**config.mk**
```make
export PLATFORM = sky130hd
export DESIGN_NAME = dvs_opp_sequencer
export DESIGN_NICKNAME = d
export VERILOG_FILES = /design/src/rtl/dvs_pkg.sv /design/src/rtl/dvs_req_clamp.sv /design/src/rtl/dvs_settle_timer.sv /design/src/rtl/dvs_seq_fsm.sv /design/src/rtl/dvs_point_rom.sv /design/src/rtl/dvs_opp_sequencer.sv
export SDC_FILE = /design/constraint.sdc
export NUM_CORES = 1
export LEC_CHECK = 0
export BUFFER_PORTS_ARGS = -buffer_cell sky130_fd_sc_hd__buf_2
export CAP_MARGIN = 0
export CELL_PAD_IN_SITES_DETAIL_PLACEMENT = 0
export CELL_PAD_IN_SITES_GLOBAL_PLACEMENT = 2
export CORE_MARGIN = 2
export CORE_UTILIZATION = 36
export CTS_BUF_LIST = sky130_fd_sc_hd__clkbuf_16
export DETAILED_ROUTE_END_ITERATION = 12
export MAX_ROUTING_LAYER = met4
export PLACE_DENSITY_LB_ADDON = 0.05
export SETUP_SLACK_MARGIN = 0.1
export SLEW_MARGIN = 20
export SYNTH_ARGS = -nofsm -noshare
export SYNTH_HDL_FRONTEND = slang
export SYNTH_SLANG_ARGS = --single-unit
```
**constraint.sdc**
```tcl
create_clock -name clk_i -period 2.6 [get_ports clk_i]
set_input_delay 0.26 -clock clk_i [delete_from_list [all_inputs] [get_ports clk_i]]
set_output_delay 0.26 -clock clk_i [all_outputs]
set_load 0.005 [all_outputs]
```
**src/rtl/dvs_pkg.sv**
```systemverilog
package dvs_pkg;
  localparam int unsigned NUM_PTS = 7;
  localparam int unsigned LVL_W   = $clog2(NUM_PTS);
  localparam int unsigned VCODE_W = 8;
  localparam int unsigned FCODE_W = 10;

  typedef logic [LVL_W-1:0]   lvl_t;
  typedef logic [VCODE_W-1:0] vcode_t;
  typedef logic [FCODE_W-1:0] fcode_t;

  typedef enum logic [2:0] {
    ST_IDLE,
    ST_UP_V,
    ST_UP_F,
    ST_DN_F,
    ST_DN_V
  } seq_st_e;

  // supply in 10 mV steps
  function automatic vcode_t pt_volt(lvl_t l);
    case (l)
      3'd0:    pt_volt = vcode_t'(80);
      3'd1:    pt_volt = vcode_t'(87);
      3'd2:    pt_volt = vcode_t'(95);
      3'd3:    pt_volt = vcode_t'(105);
      3'd4:    pt_volt = vcode_t'(115);
      3'd5:    pt_volt = vcode_t'(125);
      default: pt_volt = vcode_t'(130);
    endcase
  endfunction

  // clock in MHz
  function automatic fcode_t pt_freq(lvl_t l);
    case (l)
      3'd0:    pt_freq = fcode_t'(300);
      3'd1:    pt_freq = fcode_t'(433);
      3'd2:    pt_freq = fcode_t'(533);
      3'd3:    pt_freq = fcode_t'(667);
      3'd4:    pt_freq = fcode_t'(800);
      3'd5:    pt_freq = fcode_t'(900);
      default: pt_freq = fcode_t'(1000);
    endcase
  endfunction
endpackage

```
**src/rtl/dvs_req_clamp.sv**
```systemverilog
module dvs_req_clamp
  import dvs_pkg::*;
(
  input  lvl_t req_i,
  output lvl_t lvl_o
);
  localparam lvl_t TOP_LVL = lvl_t'(NUM_PTS - 1);

  assign lvl_o = (req_i > TOP_LVL) ? TOP_LVL : req_i;
endmodule

```
**src/rtl/dvs_settle_timer.sv**
```systemverilog
module dvs_settle_timer #(
  parameter int unsigned SETTLE_CYCLES = 150000
) (
  input  logic clk_i,
  input  logic rst_ni,
  input  logic load_i,
  input  logic run_i,
  output logic expired_o
);
  localparam int unsigned CNT_W = $clog2(SETTLE_CYCLES + 1);
  localparam logic [CNT_W-1:0] LOAD_VAL = CNT_W'(SETTLE_CYCLES - 1);

  logic [CNT_W-1:0] cnt_q;

  always_ff @(posedge clk_i or negedge rst_ni) begin
    if (!rst_ni)                      cnt_q <= '0;
    else if (load_i)                  cnt_q <= LOAD_VAL;
    else if (run_i && cnt_q != '0)    cnt_q <= cnt_q - 1'b1;
  end

  assign expired_o = (cnt_q == '0);
endmodule

```
**src/rtl/dvs_seq_fsm.sv**
```systemverilog
module dvs_seq_fsm
  import dvs_pkg::*;
(
  input  logic clk_i,
  input  logic rst_ni,
  input  lvl_t req_lvl_i,
  input  logic volt_ack_i,
  input  logic expired_i,
  output lvl_t volt_lvl_o,
  output lvl_t freq_lvl_o,
  output logic busy_o,
  output logic tmr_load_o,
  output logic tmr_run_o
);
  seq_st_e st_q, st_d;
  lvl_t    vl_q, vl_d, fl_q, fl_d, tgt_q, tgt_d;

  always_comb begin
    st_d       = st_q;
    vl_d       = vl_q;
    fl_d       = fl_q;
    tgt_d      = tgt_q;
    tmr_load_o = 1'b0;
    tmr_run_o  = 1'b0;
    case (st_q)
      ST_IDLE: begin
        if (req_lvl_i > fl_q) begin
          tgt_d = req_lvl_i;
          vl_d  = req_lvl_i;     // supply leads on the way up
          st_d  = ST_UP_V;
        end else if (req_lvl_i < fl_q) begin
          tgt_d      = req_lvl_i;
          fl_d       = req_lvl_i; // clock leads on the way down
          tmr_load_o = 1'b1;
          st_d       = ST_DN_F;
        end
      end
      ST_UP_V: begin
        if (volt_ack_i) begin
          fl_d       = tgt_q;
          tmr_load_o = 1'b1;
          st_d       = ST_UP_F;
        end
      end
      ST_UP_F: begin
        tmr_run_o = 1'b1;
        if (expired_i) st_d = ST_IDLE;
      end
      ST_DN_F: begin
        tmr_run_o = 1'b1;
        if (expired_i) begin
          vl_d = tgt_q;
          st_d = ST_DN_V;
        end
      end
      ST_DN_V: begin
        if (volt_ack_i) st_d = ST_IDLE;
      end
      default: st_d = ST_IDLE;
    endcase
  end

  always_ff @(posedge clk_i or negedge rst_ni) begin
    if (!rst_ni) begin
      st_q  <= ST_IDLE;
      vl_q  <= '0;
      fl_q  <= '0;
      tgt_q <= '0;
    end else begin
      st_q  <= st_d;
      vl_q  <= vl_d;
      fl_q  <= fl_d;
      tgt_q <= tgt_d;
    end
  end

  assign volt_lvl_o = vl_q;
  assign freq_lvl_o = fl_q;
  assign busy_o     = (st_q != ST_IDLE);
endmodule

```
**src/rtl/dvs_point_rom.sv**
```systemverilog
module dvs_point_rom
  import dvs_pkg::*;
(
  input  lvl_t   volt_lvl_i,
  input  lvl_t   freq_lvl_i,
  output vcode_t volt_code_o,
  output fcode_t freq_code_o
);
  assign volt_code_o = pt_volt(volt_lvl_i);
  assign freq_code_o = pt_freq(freq_lvl_i);
endmodule

```
**src/rtl/dvs_opp_sequencer.sv**
```systemverilog
module dvs_opp_sequencer
  import dvs_pkg::*;
#(
  parameter int unsigned SETTLE_CYCLES = 150000
) (
  input  logic               clk_i,
  input  logic               rst_ni,
  input  logic [LVL_W-1:0]   req_level_i,
  input  logic               volt_ack_i,
  output logic [VCODE_W-1:0] volt_code_o,
  output logic [FCODE_W-1:0] freq_code_o,
  output logic               busy_o
);
  lvl_t req_lvl, volt_lvl, freq_lvl;
  logic tmr_load, tmr_run, tmr_expired;

  dvs_req_clamp i_clamp (
    .req_i (req_level_i),
    .lvl_o (req_lvl)
  );

  dvs_seq_fsm i_fsm (
    .clk_i      (clk_i),
    .rst_ni     (rst_ni),
    .req_lvl_i  (req_lvl),
    .volt_ack_i (volt_ack_i),
    .expired_i  (tmr_expired),
    .volt_lvl_o (volt_lvl),
    .freq_lvl_o (freq_lvl),
    .busy_o     (busy_o),
    .tmr_load_o (tmr_load),
    .tmr_run_o  (tmr_run)
  );

  dvs_settle_timer #(.SETTLE_CYCLES(SETTLE_CYCLES)) i_timer (
    .clk_i     (clk_i),
    .rst_ni    (rst_ni),
    .load_i    (tmr_load),
    .run_i     (tmr_run),
    .expired_o (tmr_expired)
  );

  dvs_point_rom i_rom (
    .volt_lvl_i  (volt_lvl),
    .freq_lvl_i  (freq_lvl),
    .volt_code_o (volt_code_o),
    .freq_code_o (freq_code_o)
  );
endmodule

```
==> impl_results.html, run 1 <==
<table>
<tr><th>Metric</th><th>Value</th></tr>
<tr><th colspan="2">Run status</th></tr>
<tr><td>Run status</td><td>complete, no violations</td></tr>
<tr><th colspan="2">Detailed routing</th></tr>
<tr><td>WL per Instance</td><td>14.71 um</td></tr>
<tr><td>Detailed-router iteration count before antenna repair</td><td>4</td></tr>
<tr><td>Met3 WL</td><td>128 um</td></tr>
<tr><td>Drt first-iter violations</td><td>44</td></tr>
<tr><td>Met2 Routed Length</td><td>2135 um</td></tr>
<tr><td>DR DRC count</td><td>0</td></tr>
<tr><td>Overall via count from detail_route</td><td>1573</td></tr>
<tr><td>Remaining antenna violation count after routing</td><td>0</td></tr>
<tr><td>Detailed-route wire length</td><td>4354 um</td></tr>
<tr><td>Max layer used</td><td>met4</td></tr>
<tr><td>Routed via count divided by cell count</td><td>5.314</td></tr>
<tr><td>Detailed-route wire length on metal 1</td><td>2029 um</td></tr>
<tr><th colspan="2">STA</th></tr>
<tr><td>Layout Skew</td><td>3.452 ps</td></tr>
<tr><td>Setup repair after global routing missed its margin</td><td>no</td></tr>
<tr><td>Relative slew slack</td><td>0.5351</td></tr>
<tr><td>Final worst path period share</td><td>0.8723</td></tr>
<tr><td>Final number of setup-violating endpoints</td><td>0</td></tr>
<tr><td>Fin. Hold Viols</td><td>0</td></tr>
<tr><td>Total Neg Setup Slack</td><td>0 ps</td></tr>
<tr><td>Number of pins exceeding their max-slew limit in the final report</td><td>0</td></tr>
<tr><td>Measured slew at the worst slew-check pin</td><td>697.4 ps</td></tr>
<tr><td>Shortest clock period the worst path allows after layout</td><td>2268 ps</td></tr>
<tr><td>Achievable Freq</td><td>440.9 MHz</td></tr>
<tr><th colspan="2">Setup path</th></tr>
<tr><td>Type of destination of the critical path</td><td>flop</td></tr>
<tr><td>Required arrival time at the worst endpoint</td><td>2760 ps</td></tr>
<tr><td>Crit path kind</td><td>reg -&gt; reg</td></tr>
<tr><td>Peak fanout along the critical path</td><td>7</td></tr>
<tr><td>Launching element type of the critical path</td><td>flop</td></tr>
<tr><td>Arrival time of data at the critical path endpoint</td><td>2420 ps</td></tr>
<tr><th colspan="2">Global route</th></tr>
<tr><td>Vias in the first global route</td><td>1555</td></tr>
<tr><td>Maximum number of pins on one net before global-route repair</td><td>31</td></tr>
<tr><td>Wire length of the first global-routing pass</td><td>7403 um</td></tr>
<tr><td>Global-route usage over all layers</td><td>0.1595</td></tr>
<tr><td>Initial antenna violation count</td><td>0</td></tr>
<tr><td>Remaining global-route overflow</td><td>0</td></tr>
<tr><th colspan="2">Synth</th></tr>
<tr><td>Synthesized-area fraction occupied by and/or/nand/nor cells</td><td>0.2674</td></tr>
<tr><td>Biggest area contributors in the synthesized netlist</td><td>dfrtp_1, mux2i_1, nand2_1</td></tr>
<tr><td>Distinct cell type count of the synthesized netlist</td><td>57</td></tr>
<tr><td>Seq/Total Area, Yosys</td><td>0.3876</td></tr>
<tr><td>Syn nets</td><td>215</td></tr>
<tr><td>Post-synthesis adder-cell area fraction</td><td>0.03230</td></tr>
<tr><td>Avg Cell Area, Syn</td><td>9.494 um2</td></tr>
<tr><td>Share of cell area taken by muxes after synthesis</td><td>0.09561</td></tr>
<tr><td>Share of async-settable or async-resettable flops after synthesis</td><td>1.000</td></tr>
<tr><td>Post-synthesis xor/xnor area fraction</td><td>0.009044</td></tr>
<tr><td>Total of flip-flops plus latches after synthesis</td><td>30</td></tr>
<tr><td>Most used flip-flop cell after synthesis</td><td>dfrtp_1</td></tr>
<tr><td>Total standard cell area after synthesis</td><td>1937 um2</td></tr>
<tr><td>Fraction of post-synthesis cell area in the top cell type by area</td><td>0.3876</td></tr>
<tr><td>Combinational family with the most area after synthesis</td><td>simple AND/OR/NAND/NOR gates</td></tr>
<tr><td>EDFF count, synth</td><td>0</td></tr>
<tr><td>Compound-Gate Fraction of Synth Area</td><td>0.1583</td></tr>
<tr><td>Synthesis Warnings</td><td>0</td></tr>
<tr><td>Number of standard cells after synthesis</td><td>204</td></tr>
<tr><td>Library cell with the largest summed area after synthesis</td><td>dfrtp_1</td></tr>
<tr><th colspan="2">Clocking</th></tr>
<tr><td>Clock slew seen by the registers of the worst setup and hold paths</td><td>50 ps</td></tr>
<tr><td>CTS buffer count</td><td>5</td></tr>
<tr><td>Worst skew pair latency</td><td>270 ps</td></tr>
<tr><td>Number of sinks driven by the clock tree</td><td>30</td></tr>
<tr><td>Level count of the clock H-tree</td><td>2</td></tr>
<tr><td>Post-cts resize count</td><td>0</td></tr>
<tr><td>Number of setup buffers added after CTS</td><td>0</td></tr>
<tr><td>Post-CTS Hold Fix Bufs</td><td>0</td></tr>
<tr><td>CTS tree</td><td>done</td></tr>
<tr><td>Clock root buffer master</td><td>clkbuf_16</td></tr>
<tr><td>CTS max path bufs</td><td>2</td></tr>
<tr><th colspan="2">Finish</th></tr>
<tr><td>Fill cell total of the finished layout</td><td>522</td></tr>
<tr><td>Layout overhead on the synthesized area</td><td>15.37%</td></tr>
<tr><td>Total non-filler cell area in the finished layout</td><td>2235 um2</td></tr>
<tr><td>N_diodes</td><td>0</td></tr>
<tr><td>Share of final-layout standard cells stronger than drive strength 1</td><td>0.2257</td></tr>
<tr><td>Nets@finish</td><td>236</td></tr>
<tr><th colspan="2">Power and ir drop</th></tr>
<tr><td>Total power</td><td>2.427 mW</td></tr>
<tr><td>Power per cell area</td><td>1086 nW/um2</td></tr>
<tr><td>Maximum vdd drop</td><td>0.4201 mV</td></tr>
<tr><td>Static power due to leakage</td><td>0.9725 nW</td></tr>
<tr><th colspan="2">Floorplan</th></tr>
<tr><td>Initial core utilization</td><td>0.3768</td></tr>
<tr><td># IOs</td><td>25</td></tr>
<tr><td>Die extent in x</td><td>77.35 um</td></tr>
<tr><td>Core region area</td><td>5140 um2</td></tr>
<tr><td>Die Span Y</td><td>77.35 um</td></tr>
<tr><td>Std-Cell Rows</td><td>26</td></tr>
<tr><td>Area enclosed by the die boundary</td><td>5983 um2</td></tr>
<tr><th colspan="2">Placement</th></tr>
<tr><td>Number of I/O port buffers</td><td>24</td></tr>
<tr><td>Final RePlAce weighted congestion</td><td>0.7986</td></tr>
<tr><td>Cell Area, Placed</td><td>2093 um2</td></tr>
<tr><td>Detailed-placement wirelength estimate</td><td>3235 um</td></tr>
<tr><th colspan="2">Flow run</th></tr>
<tr><td>Maximum capacitance violations</td><td>0</td></tr>
<tr><th colspan="2">Hold path</th></tr>
<tr><td>Hold WC Path Type</td><td>in -&gt; async</td></tr>
</table>
## final timing paths
kind	to	from	cells after the start	slack [ps]
worst max-delay path	i_fsm.tgt_q[1]	i_fsm.freq_lvl_o[1]	6	330
worst min-delay path	i_fsm.st_q[0]	rst_ni	1	30
worst max register to register	i_fsm.tgt_q[1]	i_fsm.freq_lvl_o[1]	6	330
worst min register to register	i_timer.cnt_q[0]	i_timer.cnt_q[0]	1	520
max in group asynchronous	i_timer.cnt_q[4]	rst_ni	1	2120
min in group clk_i	i_fsm.st_q[2]	volt_ack_i	2	200
## metal layers
layer | global-route usage | up-vias
met5 | - | -
met4 | 0.07321 | 0
met3 | 0.03837 | 4
met2 | 0.2600 | 21
met1 | 0.1869 | 759
li1 | - | 789
## logic make-up after synthesis
logic type                 Yosys count
xor gates and xnor gates             2
adders and majority gates            5
buffers and inverters               22
muxes                               18
and+or+nand+nor                     88
DFF                                 30
AOI/OAI and AO/OA                   39
## metrics by stage
| step | hold WS, ps | cells | worst slack, ps | util |
|---|---|---|---|---|
| floorplan | -35.59 | 204 | 660.7 | - |
| global placement | 340.4 | 288 | 467.0 | 0.4073 |
| detailed placement | 359.0 | 288 | 357.6 | 0.4073 |
| CTS | 63.10 | 296 | 363.5 | 0.4348 |
| global route | 86.64 | 296 | 205.2 | 0.4348 |
| finish | 34.79 | 296 | 332.1 | 0.4348 |
## sequential cells by signal (all words and copies together) (netlist names)
signal            flops
i_fsm.freq_lvl_o      3
i_fsm.volt_lvl_o      3
i_fsm.tgt_q           3
i_timer.cnt_q        18
i_fsm.st_q            3
## Yosys cell counts (2+ instances only)
library cell  count
clkbuf_1          6
a31oi_1           2
buf_2             2
a211oi_1          2
nand3b_1          4
nand2b_1          4
inv_1            11
dfrtp_1          30
o21ai_0           5
o211ai_1          2
nand2_1          21
nand3_1           8
o21ai_1           5
or4_1             3
a21o_1            2
and3_1            3
nor2_1           18
o31ai_1           3
and3b_1           2
nand4_1           2
nor3_1            5
o21a_1            2
a21oi_1           4
mux2i_1          14
o221a_1           3
mux2_2            4
and2_1            2
ha_1              5
nor4_1            2
## final cells by class
class / count / area, um2 / share of cell area
Multi-Input combinational cell: 152 / 1090 / 0.4877
Clock buffer: 5 / 125.1 / 0.05599
Clock inverter: 3 / 16.27 / 0.007279
Inverter: 12 / 45.04 / 0.02016
Sequential cell: 30 / 750.7 / 0.3359
Timing Repair Buffer: 24 / 120.1 / 0.05375
Tap cell: 70 / 87.58 / 0.03919
## power breakdown
group | internal [mW] | switching, mW
Sequential | 0.630 | 0.251
Combinational | 0.492 | 0.512
Clock | 0.348 | 0.195
Total | 1.47 | 0.957
## layout by cell type, fill, tap and decap left out, drive strengths merged, types with 5 or more instances in the layout
cell type  Yosys  layout
nor3           6       6
dfrtp         30      30
nand3          9       9
inv           12      12
buf            4      24
a21oi          5       5
nor2          18      18
nand2         21      21
o21ai         10      10
clkbuf         6       5
mux2i         14      14
ha             5       5
## critical path, stage by stage, from the launching register on
cell and delay [ps]:
dfrtp_1 440, inv_1 130, ha_1 320, and3b_1 290
nor2_1 70, o21ai_0 500, mux2_2 400
No activity file was read; power rests on OpenSTA's default activity.
==> run 2, diff against run 1 <==
--- a/config.mk
+++ b/config.mk
@@ -19,4 +19,5 @@
 export SLEW_MARGIN = 20
 export SYNTH_ARGS = -nofsm -noshare
 export SYNTH_HDL_FRONTEND = slang
+export SYNTH_HIERARCHICAL = 1
 export SYNTH_SLANG_ARGS = --single-unit
==> constraint.sdc (replaced) <==
create_clock -name clk_i -period 2.6 [get_ports clk_i]
set_input_delay 0.13 -clock clk_i [delete_from_list [all_inputs] [get_ports clk_i]]
set_output_delay 0.13 -clock clk_i [all_outputs]
set_load 0.005 [all_outputs]
==> run 2 against run 1 <==
Effect of this change:
- clock power rose by 19%
- area after synthesis fell by 0.78%
- via count fell by 2.6%
- critical path type unchanged
- critical path depth did not move
- maximum frequency fell by 4.8%
- cell count rose by 0.34%
- total power fell by 27%
- synthesized cell count fell by 3.9%
- utilization rose by 1.3 points
- largest power group is now sequential cells
==> impl_results.html, run 2 <==
<table>
<tr><th>Metric</th><th>Value</th></tr>
<tr><th colspan="2">Run status</th></tr>
<tr><td>Run status</td><td>complete, no violations</td></tr>
<tr><th colspan="2">Finish</th></tr>
<tr><td>Highest-count cells in the layout ignoring fill and taps</td><td>dfrtp_1, buf_2, inv_1, nor2_1, nand2_1</td></tr>
<tr><td>Most common cell after layout, fill and taps aside</td><td>dfrtp_1</td></tr>
<tr><td>Nets@finish</td><td>240</td></tr>
<tr><td>N_diodes</td><td>0</td></tr>
<tr><td>Flip-flop count of the largest register after layout</td><td>18</td></tr>
<tr><td>Largest register by flop count</td><td>i_timer/cnt_q</td></tr>
<tr><td>Fill cell total of the finished layout</td><td>525</td></tr>
<tr><td>Share of final-layout standard cells stronger than drive strength 1</td><td>0.2643</td></tr>
<tr><td>Layout overhead on the synthesized area</td><td>19.79%</td></tr>
<tr><th colspan="2">Setup path</th></tr>
<tr><td>Delay of the slowest cell on the worst path</td><td>590 ps</td></tr>
<tr><td>Type of destination of the critical path</td><td>flop</td></tr>
<tr><td>Family with the most delay on the worst path</td><td>simple AND/OR/NAND/NOR gates</td></tr>
<tr><td>Slowest cell on the critical path</td><td>or4_4</td></tr>
<tr><td>Peak fanout along the critical path</td><td>6</td></tr>
<tr><td>CP bufs+invs</td><td>0</td></tr>
<tr><td>Launching element type of the critical path</td><td>flop</td></tr>
<tr><td>Arrival time of data at the critical path endpoint</td><td>2540 ps</td></tr>
<tr><td>Most common cell type on the critical path</td><td>or4_4</td></tr>
<tr><td>R2R cell count</td><td>6</td></tr>
<tr><td>Cell-by-cell trace of the critical path</td><td>or4_4, or4_4, nor2_1, nand2_1, o21a_1, mux2_2</td></tr>
<tr><td>Crit path kind</td><td>reg -&gt; reg</td></tr>
<tr><td>Number of cells on the critical path</td><td>6</td></tr>
<tr><td>Required arrival time at the worst endpoint</td><td>2760 ps</td></tr>
<tr><th colspan="2">Placement</th></tr>
<tr><td>Final RePlAce weighted congestion</td><td>0.8411</td></tr>
<tr><td>Detailed-placement wirelength estimate</td><td>3051 um</td></tr>
<tr><td>Number of I/O port buffers</td><td>24</td></tr>
<tr><th colspan="2">Detailed routing</th></tr>
<tr><td>DR DRC count</td><td>0</td></tr>
<tr><td>Detailed-router iteration count before antenna repair</td><td>4</td></tr>
<tr><td>Met2 Routed Length</td><td>2090 um</td></tr>
<tr><td>Detailed-route wire length on metal 1</td><td>1840 um</td></tr>
<tr><td>Overall via count from detail_route</td><td>1532</td></tr>
<tr><td>Routed via count divided by cell count</td><td>5.158</td></tr>
<tr><td>WL per Instance</td><td>13.84 um</td></tr>
<tr><td>Max layer used</td><td>met4</td></tr>
<tr><td>Met3 WL</td><td>95 um</td></tr>
<tr><td>Remaining antenna violation count after routing</td><td>0</td></tr>
<tr><td>Detailed-route wire length</td><td>4111 um</td></tr>
<tr><td>Drt first-iter violations</td><td>60</td></tr>
<tr><th colspan="2">Floorplan</th></tr>
<tr><td>Die extent in x</td><td>77.07 um</td></tr>
<tr><td># IOs</td><td>25</td></tr>
<tr><td>Area enclosed by the die boundary</td><td>5939 um2</td></tr>
<tr><td>Std-Cell Rows</td><td>26</td></tr>
<tr><td>Die Span Y</td><td>77.07 um</td></tr>
<tr><td>Initial core utilization</td><td>0.3739</td></tr>
<tr><td>Core region area</td><td>5140 um2</td></tr>
<tr><th colspan="2">Synth</th></tr>
<tr><td>Library cell with the largest summed area after synthesis</td><td>dfrtp_1</td></tr>
<tr><td>Most used flip-flop cell after synthesis</td><td>dfrtp_1</td></tr>
<tr><td>Top cells by instance count after synthesis</td><td>dfrtp_1, inv_1, nor2_1</td></tr>
<tr><td>Cell with the most instances after synthesis</td><td>dfrtp_1</td></tr>
<tr><td>Biggest area contributors in the synthesized netlist</td><td>dfrtp_1, ha_1, mux2_2</td></tr>
<tr><td>Number of standard cells after synthesis</td><td>196</td></tr>
<tr><td>EDFF count, synth</td><td>0</td></tr>
<tr><td>Total standard cell area after synthesis</td><td>1922 um2</td></tr>
<tr><td>Synthesis Warnings</td><td>6</td></tr>
<tr><td>Fraction of post-synthesis cell area in the top cell type by area</td><td>0.3906</td></tr>
<tr><td>Share of async-settable or async-resettable flops after synthesis</td><td>1.000</td></tr>
<tr><td>Avg Cell Area, Syn</td><td>9.805 um2</td></tr>
<tr><td>Seq/Total Area, Yosys</td><td>0.3906</td></tr>
<tr><td>Distinct cell type count of the synthesized netlist</td><td>55</td></tr>
<tr><td>Total of flip-flops plus latches after synthesis</td><td>30</td></tr>
<tr><td>Syn nets</td><td>210</td></tr>
<tr><th colspan="2">Global route</th></tr>
<tr><td>Remaining global-route overflow</td><td>0</td></tr>
<tr><td>Vias in the first global route</td><td>1481</td></tr>
<tr><td>Global-route usage over all layers</td><td>0.1528</td></tr>
<tr><td>Initial antenna violation count</td><td>0</td></tr>
<tr><td>Maximum number of pins on one net before global-route repair</td><td>31</td></tr>
<tr><td>Wire length of the first global-routing pass</td><td>6900 um</td></tr>
<tr><th colspan="2">STA</th></tr>
<tr><td>Fin. Hold Viols</td><td>0</td></tr>
<tr><td>Relative slew slack</td><td>0.5419</td></tr>
<tr><td>Total Neg Setup Slack</td><td>0 ps</td></tr>
<tr><td>Hold Slack</td><td>48.83 ps</td></tr>
<tr><td>Setup repair after global routing missed its margin</td><td>no</td></tr>
<tr><td>Number of pins exceeding their max-slew limit in the final report</td><td>0</td></tr>
<tr><td>Measured slew at the worst slew-check pin</td><td>687.2 ps</td></tr>
<tr><td>Achievable Freq</td><td>419.9 MHz</td></tr>
<tr><td>Final worst path period share</td><td>0.9159</td></tr>
<tr><td>Shortest clock period the worst path allows after layout</td><td>2381 ps</td></tr>
<tr><td>Final number of setup-violating endpoints</td><td>0</td></tr>
<tr><td>Layout Skew</td><td>6.617 ps</td></tr>
<tr><th colspan="2">Power and ir drop</th></tr>
<tr><td>Power per cell area</td><td>766.7 nW/um2</td></tr>
<tr><td>Static power due to leakage</td><td>1.031 nW</td></tr>
<tr><td>Maximum vdd drop</td><td>0.4815 mV</td></tr>
<tr><th colspan="2">Hold path</th></tr>
<tr><td>Hold Crit Depth</td><td>2</td></tr>
<tr><td>Hold WC Path Type</td><td>in -&gt; reg</td></tr>
<tr><th colspan="2">Clocking</th></tr>
<tr><td>Level count of the clock H-tree</td><td>2</td></tr>
<tr><td>CTS buffer count</td><td>5</td></tr>
<tr><td>CTS max path bufs</td><td>2</td></tr>
<tr><td>Number of sinks driven by the clock tree</td><td>30</td></tr>
<tr><td>CTS tree</td><td>done</td></tr>
<tr><td>Worst skew pair latency</td><td>280 ps</td></tr>
<tr><td>Clock slew seen by the registers of the worst setup and hold paths</td><td>50 ps</td></tr>
<tr><td>Clock root buffer master</td><td>clkbuf_16</td></tr>
<tr><th colspan="2">Flow run</th></tr>
<tr><td>Maximum capacitance violations</td><td>0</td></tr>
</table>
run 2: cell count changes after synthesis, sizes merged, moves of 4 or more:
| cell | delta |
|---|---|
| inv | +4 |
| mux2 | +4 |
| mux2i | -8 |
| nand2 | -8 |
| o21ai | -5 |
| xnor2 | +6 |
run 2: layout make-up:
cell class,instances,area [um2],area share
flip-flops and latches,30,750.7,0.3261
inverters,16,60.06,0.02609
multi-input cells,142,1064,0.4620
repair buffers,31,175.2,0.07609
clock buffers,5,125.1,0.05435
well taps,70,87.58,0.03804
clock inverters,3,40.04,0.01739
run 2: timing repair:
| action | CTS | global route |
|---|---|---|
| setup buffers | 0 | 0 |
| gates resized for setup | 0 | 1 |
| hold buffers | 1 | 0 |
| hold endpoints to repair | 30 | 0 |
| setup endpoints to repair | 0 | 1 |
run 2: final timing paths:
path,slack (ps),from,to
worst max-delay path,220,i_timer/cnt_q[6],i_fsm/volt_lvl_o[2]
worst min-delay path,50,volt_ack_i,i_fsm/st_q[2]
worst max register to register,220,i_timer/cnt_q[6],i_fsm/volt_lvl_o[2]
worst min register to register,530,i_fsm/tgt_q[0],i_fsm/tgt_q[0]
max in group asynchronous,1720,rst_ni,i_fsm/freq_lvl_o[1]
min in group asynchronous,430,rst_ni,i_fsm/st_q[2]
run 2: through the flow:
step	area, um2	util	std cells	setup slack (ps)	power, mW
detailed placement	2125	0.4133	288	226.8	1.125
global placement	2125	0.4133	288	293.7	1.112
finish	2302	0.4479	297	218.7	1.765
global route	2302	0.4479	297	124.3	1.886
floorplan	1922	-	196	259.2	0.9781
CTS	2300	0.4474	297	219.3	1.788
run 2: routing by layer:
| metal | track usage | vias to the layer above |
|---|---|---|
| met5 | - | - |
| met4 | 0.07321 | 0 |
| met3 | 0.03176 | 9 |
| met2 | 0.2500 | 15 |
| met1 | 0.1799 | 744 |
| li1 | - | 764 |
run 2: logic make-up after synthesis:
group           count (synthesis)  synth area share
compound gates                 37            0.1582
simple gates                   72            0.2116
mux                            14           0.08008
buf+inv                        24           0.05729
xor+xnor                       11           0.05013
flops                          30            0.3906
fa+ha+maj                       8           0.05209
run 2: power by group:
part	internal [mW]	total [mW]	switching [mW]	leakage [nW]
clock network	0.447	0.647	0.200	0.0836
logic	0.229	0.455	0.226	0.603
registers	0.560	0.663	0.103	0.345
total	1.24	1.77	0.529	1.03
